`src/rtl/ibp_pkg.sv`:
```
package ibp_pkg;

  localparam int MAX_CTRL_W = 32;

  // Slot armed for instruction fetch: some enable bit set, type code zero.
  function automatic logic slot_armed(input logic [MAX_CTRL_W-1:0] ctrl, input int idx);
    logic [1:0] en_pair;
    logic [1:0] kind;
    en_pair = 2'(ctrl >> (2 * idx));
    kind    = 2'(ctrl >> (16 + 4 * idx));
    return (en_pair != 2'b00) && (kind == 2'b00);
  endfunction

  // Resume flag after a retirement slot in this cycle.
  function automatic logic rf_after_retire(input logic rf_cur, input logic ret,
                                           input logic abrt, input logic keep);
    if (ret && !abrt && !keep) return 1'b0;
    return rf_cur;
  endfunction

endpackage

```
`src/rtl/ibp_slot_match.sv`:
```
module ibp_slot_match #(
  parameter int ADDR_W = 32
) (
  input  logic [ADDR_W-1:0] fetch_addr,
  input  logic [ADDR_W-1:0] slot_addr,
  input  logic              armed,
  output logic              hit
);
  logic addr_eq;
  assign addr_eq = (fetch_addr == slot_addr);
  assign hit     = armed & addr_eq;
endmodule

```
`src/rtl/ibp_fault_reg.sv`:
```
module ibp_fault_reg #(
  parameter int NUM_SLOTS = 4
) (
  input  logic                 clk,
  input  logic                 rst_n,
  input  logic                 check_en,
  input  logic [NUM_SLOTS-1:0] hit_vec,
  output logic                 fault_req,
  output logic [NUM_SLOTS-1:0] hit_status
);
  logic [NUM_SLOTS-1:0] gated_hits;
  assign gated_hits = check_en ? hit_vec : '0;

  always_ff @(posedge clk or negedge rst_n) begin
    if (!rst_n) begin
      fault_req  <= 1'b0;
      hit_status <= '0;
    end else begin
      fault_req  <= |gated_hits;
      hit_status <= gated_hits;
    end
  end

  // the fault and the status bits always travel together
  p_status_fault_r4: assert property (@(posedge clk) disable iff (!rst_n)
    fault_req == (hit_status != '0));

  // a fault appears only after an enabled check
  p_fault_after_check_r2: assert property (@(posedge clk) disable iff (!rst_n)
    !check_en |=> !fault_req);
endmodule

```
`src/rtl/ibp_rf_ctrl.sv`:
```
module ibp_rf_ctrl (
  input  logic rf_in,
  input  logic retire_valid,
  input  logic retire_abort,
  input  logic retire_keep_rf,
  output logic rf_next
);
  import ibp_pkg::*;
  assign rf_next = rf_after_retire(rf_in, retire_valid, retire_abort, retire_keep_rf);
endmodule

```
`src/rtl/ifetch_bp_unit.sv`:
```
module ifetch_bp_unit #(
  parameter int ADDR_W    = 32,
  parameter int NUM_SLOTS = 4,
  localparam int CTRL_W   = 16 + 4 * NUM_SLOTS,
  localparam int EN_W     = 2 * NUM_SLOTS
) (
  input  logic                        clk,
  input  logic                        rst_n,
  input  logic                        fetch_valid,
  input  logic [ADDR_W-1:0]           fetch_addr,
  input  logic [NUM_SLOTS*ADDR_W-1:0] bp_addr,
  input  logic [CTRL_W-1:0]           bp_ctrl,
  input  logic                        rf_in,
  input  logic                        retire_valid,
  input  logic                        retire_abort,
  input  logic                        retire_keep_rf,
  output logic                        fault_req,
  output logic [NUM_SLOTS-1:0]        hit_status,
  output logic                        rf_next
);
  import ibp_pkg::*;

  logic [MAX_CTRL_W-1:0] ctrl_ext;
  logic [NUM_SLOTS-1:0]  armed_vec;
  logic [NUM_SLOTS-1:0]  raw_hit_vec;
  logic                  any_enable;
  logic                  check_en;

  assign ctrl_ext   = MAX_CTRL_W'(bp_ctrl);
  assign any_enable = |bp_ctrl[EN_W-1:0];
  assign check_en   = fetch_valid & ~rf_in & any_enable;

  for (genvar i = 0; i < NUM_SLOTS; i++) begin : g_slot
    assign armed_vec[i] = slot_armed(ctrl_ext, i);
    ibp_slot_match #(.ADDR_W(ADDR_W)) u_match (
      .fetch_addr (fetch_addr),
      .slot_addr  (bp_addr[i*ADDR_W +: ADDR_W]),
      .armed      (armed_vec[i]),
      .hit        (raw_hit_vec[i])
    );

    // a status bit names a slot whose address equalled the fetch
    p_hit_addr_r4: assert property (@(posedge clk) disable iff (!rst_n)
      $rose(hit_status[i]) |-> $past(fetch_addr) == $past(bp_addr[i*ADDR_W +: ADDR_W]));
  end

  ibp_fault_reg #(.NUM_SLOTS(NUM_SLOTS)) u_fault (
    .clk        (clk),
    .rst_n      (rst_n),
    .check_en   (check_en),
    .hit_vec    (raw_hit_vec),
    .fault_req  (fault_req),
    .hit_status (hit_status)
  );

  ibp_rf_ctrl u_rf (
    .rf_in          (rf_in),
    .retire_valid   (retire_valid),
    .retire_abort   (retire_abort),
    .retire_keep_rf (retire_keep_rf),
    .rf_next        (rf_next)
  );

  // resume flag suppresses the fault of that fetch
  p_rf_blocks_r5: assert property (@(posedge clk) disable iff (!rst_n)
    fetch_valid && rf_in |=> !fault_req);

  // no enable bit at all means no report
  p_disabled_quiet_r6: assert property (@(posedge clk) disable iff (!rst_n)
    bp_ctrl[EN_W-1:0] == '0 |=> hit_status == '0);

  // no fetch, no fault
  p_no_fetch_r12: assert property (@(posedge clk) disable iff (!rst_n)
    !fetch_valid |=> !fault_req);

  // an aborted instruction leaves the flag alone
  p_rf_abort_r9: assert property (@(posedge clk) disable iff (!rst_n)
    retire_valid && retire_abort |-> rf_next == rf_in);

  // a plain completion clears the flag
  p_rf_clear_r7: assert property (@(posedge clk) disable iff (!rst_n)
    retire_valid && !retire_abort && !retire_keep_rf |-> !rf_next);
endmodule

```
`config.mk`:
```
export PLATFORM = sky130hd
export DESIGN_NAME = ifetch_bp_unit
export DESIGN_NICKNAME = d
export VERILOG_FILES = /design/src/rtl/ibp_pkg.sv /design/src/rtl/ibp_slot_match.sv /design/src/rtl/ibp_fault_reg.sv /design/src/rtl/ibp_rf_ctrl.sv /design/src/rtl/ifetch_bp_unit.sv
export SDC_FILE = /design/constraint.sdc
export NUM_CORES = 1
export LEC_CHECK = 0
export ABC_CLOCK_PERIOD_IN_PS = 800
export BUFFER_PORTS_ARGS = -buffer_cell sky130_fd_sc_hd__buf_2
export CORE_AREA = 2 2 80 82
export CTS_CLUSTER_DIAMETER = 200
export DETAILED_ROUTE_END_ITERATION = 6
export DIE_AREA = 0 0 82 84
export GPL_TIMING_DRIVEN = 0
export PLACE_DENSITY = 0.7
export SLEW_MARGIN = 20
export SYNTH_ARGS = -nofsm -noshare
export SYNTH_HDL_FRONTEND = slang
export SYNTH_HIERARCHICAL = 1
export SYNTH_SLANG_ARGS = --single-unit
```
`constraint.sdc`:
```
create_clock -name clk -period 0.8 [get_ports clk]
set_input_delay 0.08 -clock clk [delete_from_list [all_inputs] [get_ports clk]]
set_output_delay 0.08 -clock clk [all_outputs]
set_load 0.01 [all_outputs]
```
After elaboration in Yosys (flattened, before gate mapping)
Cells that the tools add are included.
- register bits after elaboration: 5
- equality and inequality tests: 4
- mux-type cells: 4
- bitwise operators: 7
- reductions and logical operators: 18
- operators by type and width (kind ; count):
    32-bit == test ; 4
    2-bit zero test ; 4
    2-bit nonzero test ; 4
    8-bit OR reduction ; 1
    1-bit AND ; 6
    1-bit logical AND ; 6
    4-bit 2-to-1 mux ; 1
    4-bit OR reduction ; 1
    1-bit 2-to-1 mux ; 3
    1-bit zero test ; 2
    1-bit inverter ; 1

Longest topological paths before layout
- depth after elaboration: 5
- mapped depth: 5

Cells and area by module
Netlist, hierarchy kept.
- modules (own cells, without submodules) (module ; instances ; cells an instance ; area each (µm²) ; seq. area each (µm²)):
    ibp_slot_match ; 4 ; 44 ; 355.3 ; 0.0
    ibp_fault_reg ; 1 ; 10 ; 162.7 ; 125.1
    ifetch_bp_unit ; 1 ; 10 ; 72.6 ; 0.0
    ibp_rf_ctrl ; 1 ; 2 ; 11.3 ; 0.0

Least setup slack after synthesis
No wires, ideal clock.
- path kind: input-to-reg
- start: input port bp_addr[22]
- end: register u_fault.fault_req
- library setup time: 0.067 ns
- data arrival time: 0.941 ns
- data required time: 0.733 ns
- path slack: -0.208 ns
- stages: 5
- path buffers: 0
- path through: xor2_1 > nor4_1 > nand4_1 > nor3_2 > o41a_1
- cells in the longest elaborated chain, start to end: 4
- RTL lines (item ; line ; source):
    start: declaration ; ifetch_bp_unit.sv:11 ; input logic [NUM_SLOTS*ADDR_W-1:0] bp_addr,
    32-bit == test ; ibp_slot_match.sv:10 ; assign addr_eq = (fetch_addr == slot_addr);
    1-bit AND ; ibp_slot_match.sv:11 ; assign hit = armed & addr_eq;
    net raw_hit_vec[0] ; ifetch_bp_unit.sv:25 ; logic [NUM_SLOTS-1:0] raw_hit_vec;
    4-bit 2-to-1 mux ; ibp_fault_reg.sv:12 ; assign gated_hits = check_en ? hit_vec : '0;
    4-bit OR reduction ; ibp_fault_reg.sv:19 ; fault_req <= |gated_hits;
    end signal: assignment ; ibp_fault_reg.sv:19 ;
    end: declaration ; ibp_fault_reg.sv:8 ; output logic fault_req,
The timed path passes the listed nets, and every way through them passes these cells.

Worst setup path in the final report
- start: input port fetch_addr[21]
- end: register u_fault.fault_req
- cells in the longest elaborated chain, start to end: 4
- elaborated cells on any way between the ends: 10
- classes of those cells: 4 x eq/ne; 1 x mux; 4 x bitwise; 1 x reduce/logical
- RTL lines (item ; line ; source):
    start: declaration ; ifetch_bp_unit.sv:10 ; input logic [ADDR_W-1:0] fetch_addr,
    32-bit == test ; ibp_slot_match.sv:10 ;
    1-bit AND ; ibp_slot_match.sv:11 ;
    net raw_hit_vec[3] ; ifetch_bp_unit.sv:25 ;
    4-bit 2-to-1 mux ; ibp_fault_reg.sv:12 ;
    4-bit OR reduction ; ibp_fault_reg.sv:19 ;
The timed path passes the listed nets, and every way through them passes these cells.

==> metrics.txt <==
status=complete, but fails checks; violated checks=setup timing; via count=2,107; DP Cell Count=463; Worst Path Required=0.95 ns; Layout area overhead=80.7%; clock tree sinks=5; Synth Register Bits=5; post-synth net total=397; syn avg cell area=8.42 um^2; CTS tree=yes; first-pass GRT wire length=9450 um; worst hold margin=0.209 ns; placed instance area=2710 um^2; Worst Setup SP=fetch_addr[21]; Core Util, Final=49.4%; largest net degree at the start of global routing=6; Post-layout nets=593; Post-synth EDFFs=0; Die Wd=82 um; Iter 0 DRT Violations=31; final setup TNS=-1.23 ns; Synth Cell Area=1670 um^2; share of the synthesized area in the top cell type=65.1%; initial core utilization=27.4%; Crit Path Max Fanout=4; CP cell instances=buf_2 > xor2_1 > nor4_2 > nand3_1 > nor3_2 > o41a_1; Cells after Synth=198; crit path kind=input pin to flop; leakage power=1.50 nW; Max Cap Viol=0; post-DP HPWL=5750 um; Design Power=2.08 mW; most frequent cell after synthesis=xor2_1; CP peak stage delay=0.31 ns; GRT Util Overall=17.2%; FILL cells=613; Final setup viols=5; row count=29; Remaining DRCs=0; DR WL/cell=14.0 um; DRT Pass-1 Iters=4; Chip Height=84 um; fin. max-slew vios=0; die area=6890 um^2; Hold/Removal Path Class=input pin to async pin; RSZ-0062 raised after global routing=yes; fin worst setup slack=-0.271 ns; endpoint type of the worst setup path=flop; H-Tree Depth=1; share of layout cells above drive strength 1=56.2%; routability cong.=0.884; Place WS=-0.680 ns; CP Launch Type=input pin; Design Area, Final=3010 um^2; top post-synthesis cells by area=xor2_1 (65%), nor4_1 (11%), dfrtp_1 (7.5%); Register Area=125 um^2; io pins=205; asr flop ratio synth=100%; top post-synthesis cells by count=xor2_1 (124), nor4_1 (28), nand3_1 (8), nor3_1 (8), dfrtp_1 (5); final std cells w/o fill=470; Core Region=6100 um^2; Max VDD drop=0.572 mV; leading area contributor after synthesis=xor2_1; Slew HR=78.4%; TritonCTS Buffers=3; final WL=6570 um; remaining antenna violation count after routing=0; endpoints failing hold=0; CTS max path bufs=2; Root Driver=clkbuf_8; total gr overflow=0; vias in the first global route=2,214; power density over cell area=690 nW/um^2; post-synthesis sequential area ratio=7.50%; Worst-path clk slew=0.03 ns; Max Freq=0.934 GHz; CP max-delay cell=nor4_2; crit path time final=1.07 ns; multi-input combinational cell area=1680 um^2; Synth cell types=16; arrival time of the worst setup path=1.22 ns; Synth Flop Type=dfrtp_1; Ys Warns=6; Antenna Cells=0; Final Cycle Share=134%; Slew @ Worst Pin=0.324 ns; initial antenna violation count=0; DR vias/cell=4.48; Port Buffers=188
[placed cells by master, fill, tap and decap left out, types with 2 or more instances in the layout]
master,count
nor3_2,4
buf_2,173
nor2_2,3
dfrtp_1,5
nor3_1,8
nand4_1,4
xnor2_1,4
and2_1,3
buf_8,4
buf_6,6
buf_4,6
clkbuf_8,3
xor2_2,2
nor4_1,13
nor4_2,14
xor2_1,121
nor2_1,2
nand3_1,8
[report_power, final]
| part | switching, mW | internal, mW |
|---|---|---|
| combinational | 0.649 | 0.722 |
| sequential | 0.00000000000516 | 0.255 |
| clock | 0.112 | 0.341 |
| total | 0.762 | 1.32 |
[what timing repair did]
action                                 CTS  global route
gates resized for setup                 29            25
buffers inserted                         2             0
hold buffers                             1             0
pin swaps                               17            19
setup endpoints to repair                5             5
endpoints found under the hold margin    5             0
[worst paths after layout]
check / endpoint / slack [ns] / cells past startpoint
max: u_fault/fault_req / -0.27 / 6
min in group clk: u_fault/fault_req / 0.24 / 4
min: u_fault/hit_status[0] / 0.21 / 2
max in group asynchronous: u_fault/fault_req / 0.47 / 2
[kinds of logic (layout without fill, tap and decap cells)]
kind of cell	count (synthesis)	count (layout)	share of synthesized area, %
AOI/OAI and AO/OA	3	3	2.10
buffers and inverters	0	195	0
xor gates and xnor gates	128	128	67.2
and+or+nand+nor	62	62	23.2
DFF	5	5	7.50
[flip-flops by register name, summed over array words and instances, names as in the netlist]
| signal | count |
|---|---|
| u_fault/fault_req | 1 |
| u_fault/hit_status | 4 |
[layer usage]
metal	global-route usage (%)	vias to the layer above	routed length, um
met5	0	-	0
met3	2.16	2	477
met1	18.2	937	2350
met2	35.2	92	3730
met4	2.42	0	13
li1	-	1076	-
[area by class of cell]
| class | count | share of cell area [%] |
|---|---|---|
| multi-input cells | 193 | 55.7 |
| flip-flops and latches | 5 | 4.15 |
| well taps | 77 | 3.20 |
| repair buffers | 191 | 35.5 |
| clock buffers | 4 | 1.49 |
[worst max-delay path, delay by kind of cell]
| family | cells | cell delay, ns |
|---|---|---|
| AND/OR/NAND/NOR | 3 | 0.68 |
| XOR/XNOR | 1 | 0.17 |
| AO/OA/AOI/OAI | 1 | 0.15 |
| buffers and inverters | 1 | 0.14 |
No activity file was read; power rests on OpenSTA's default activity.
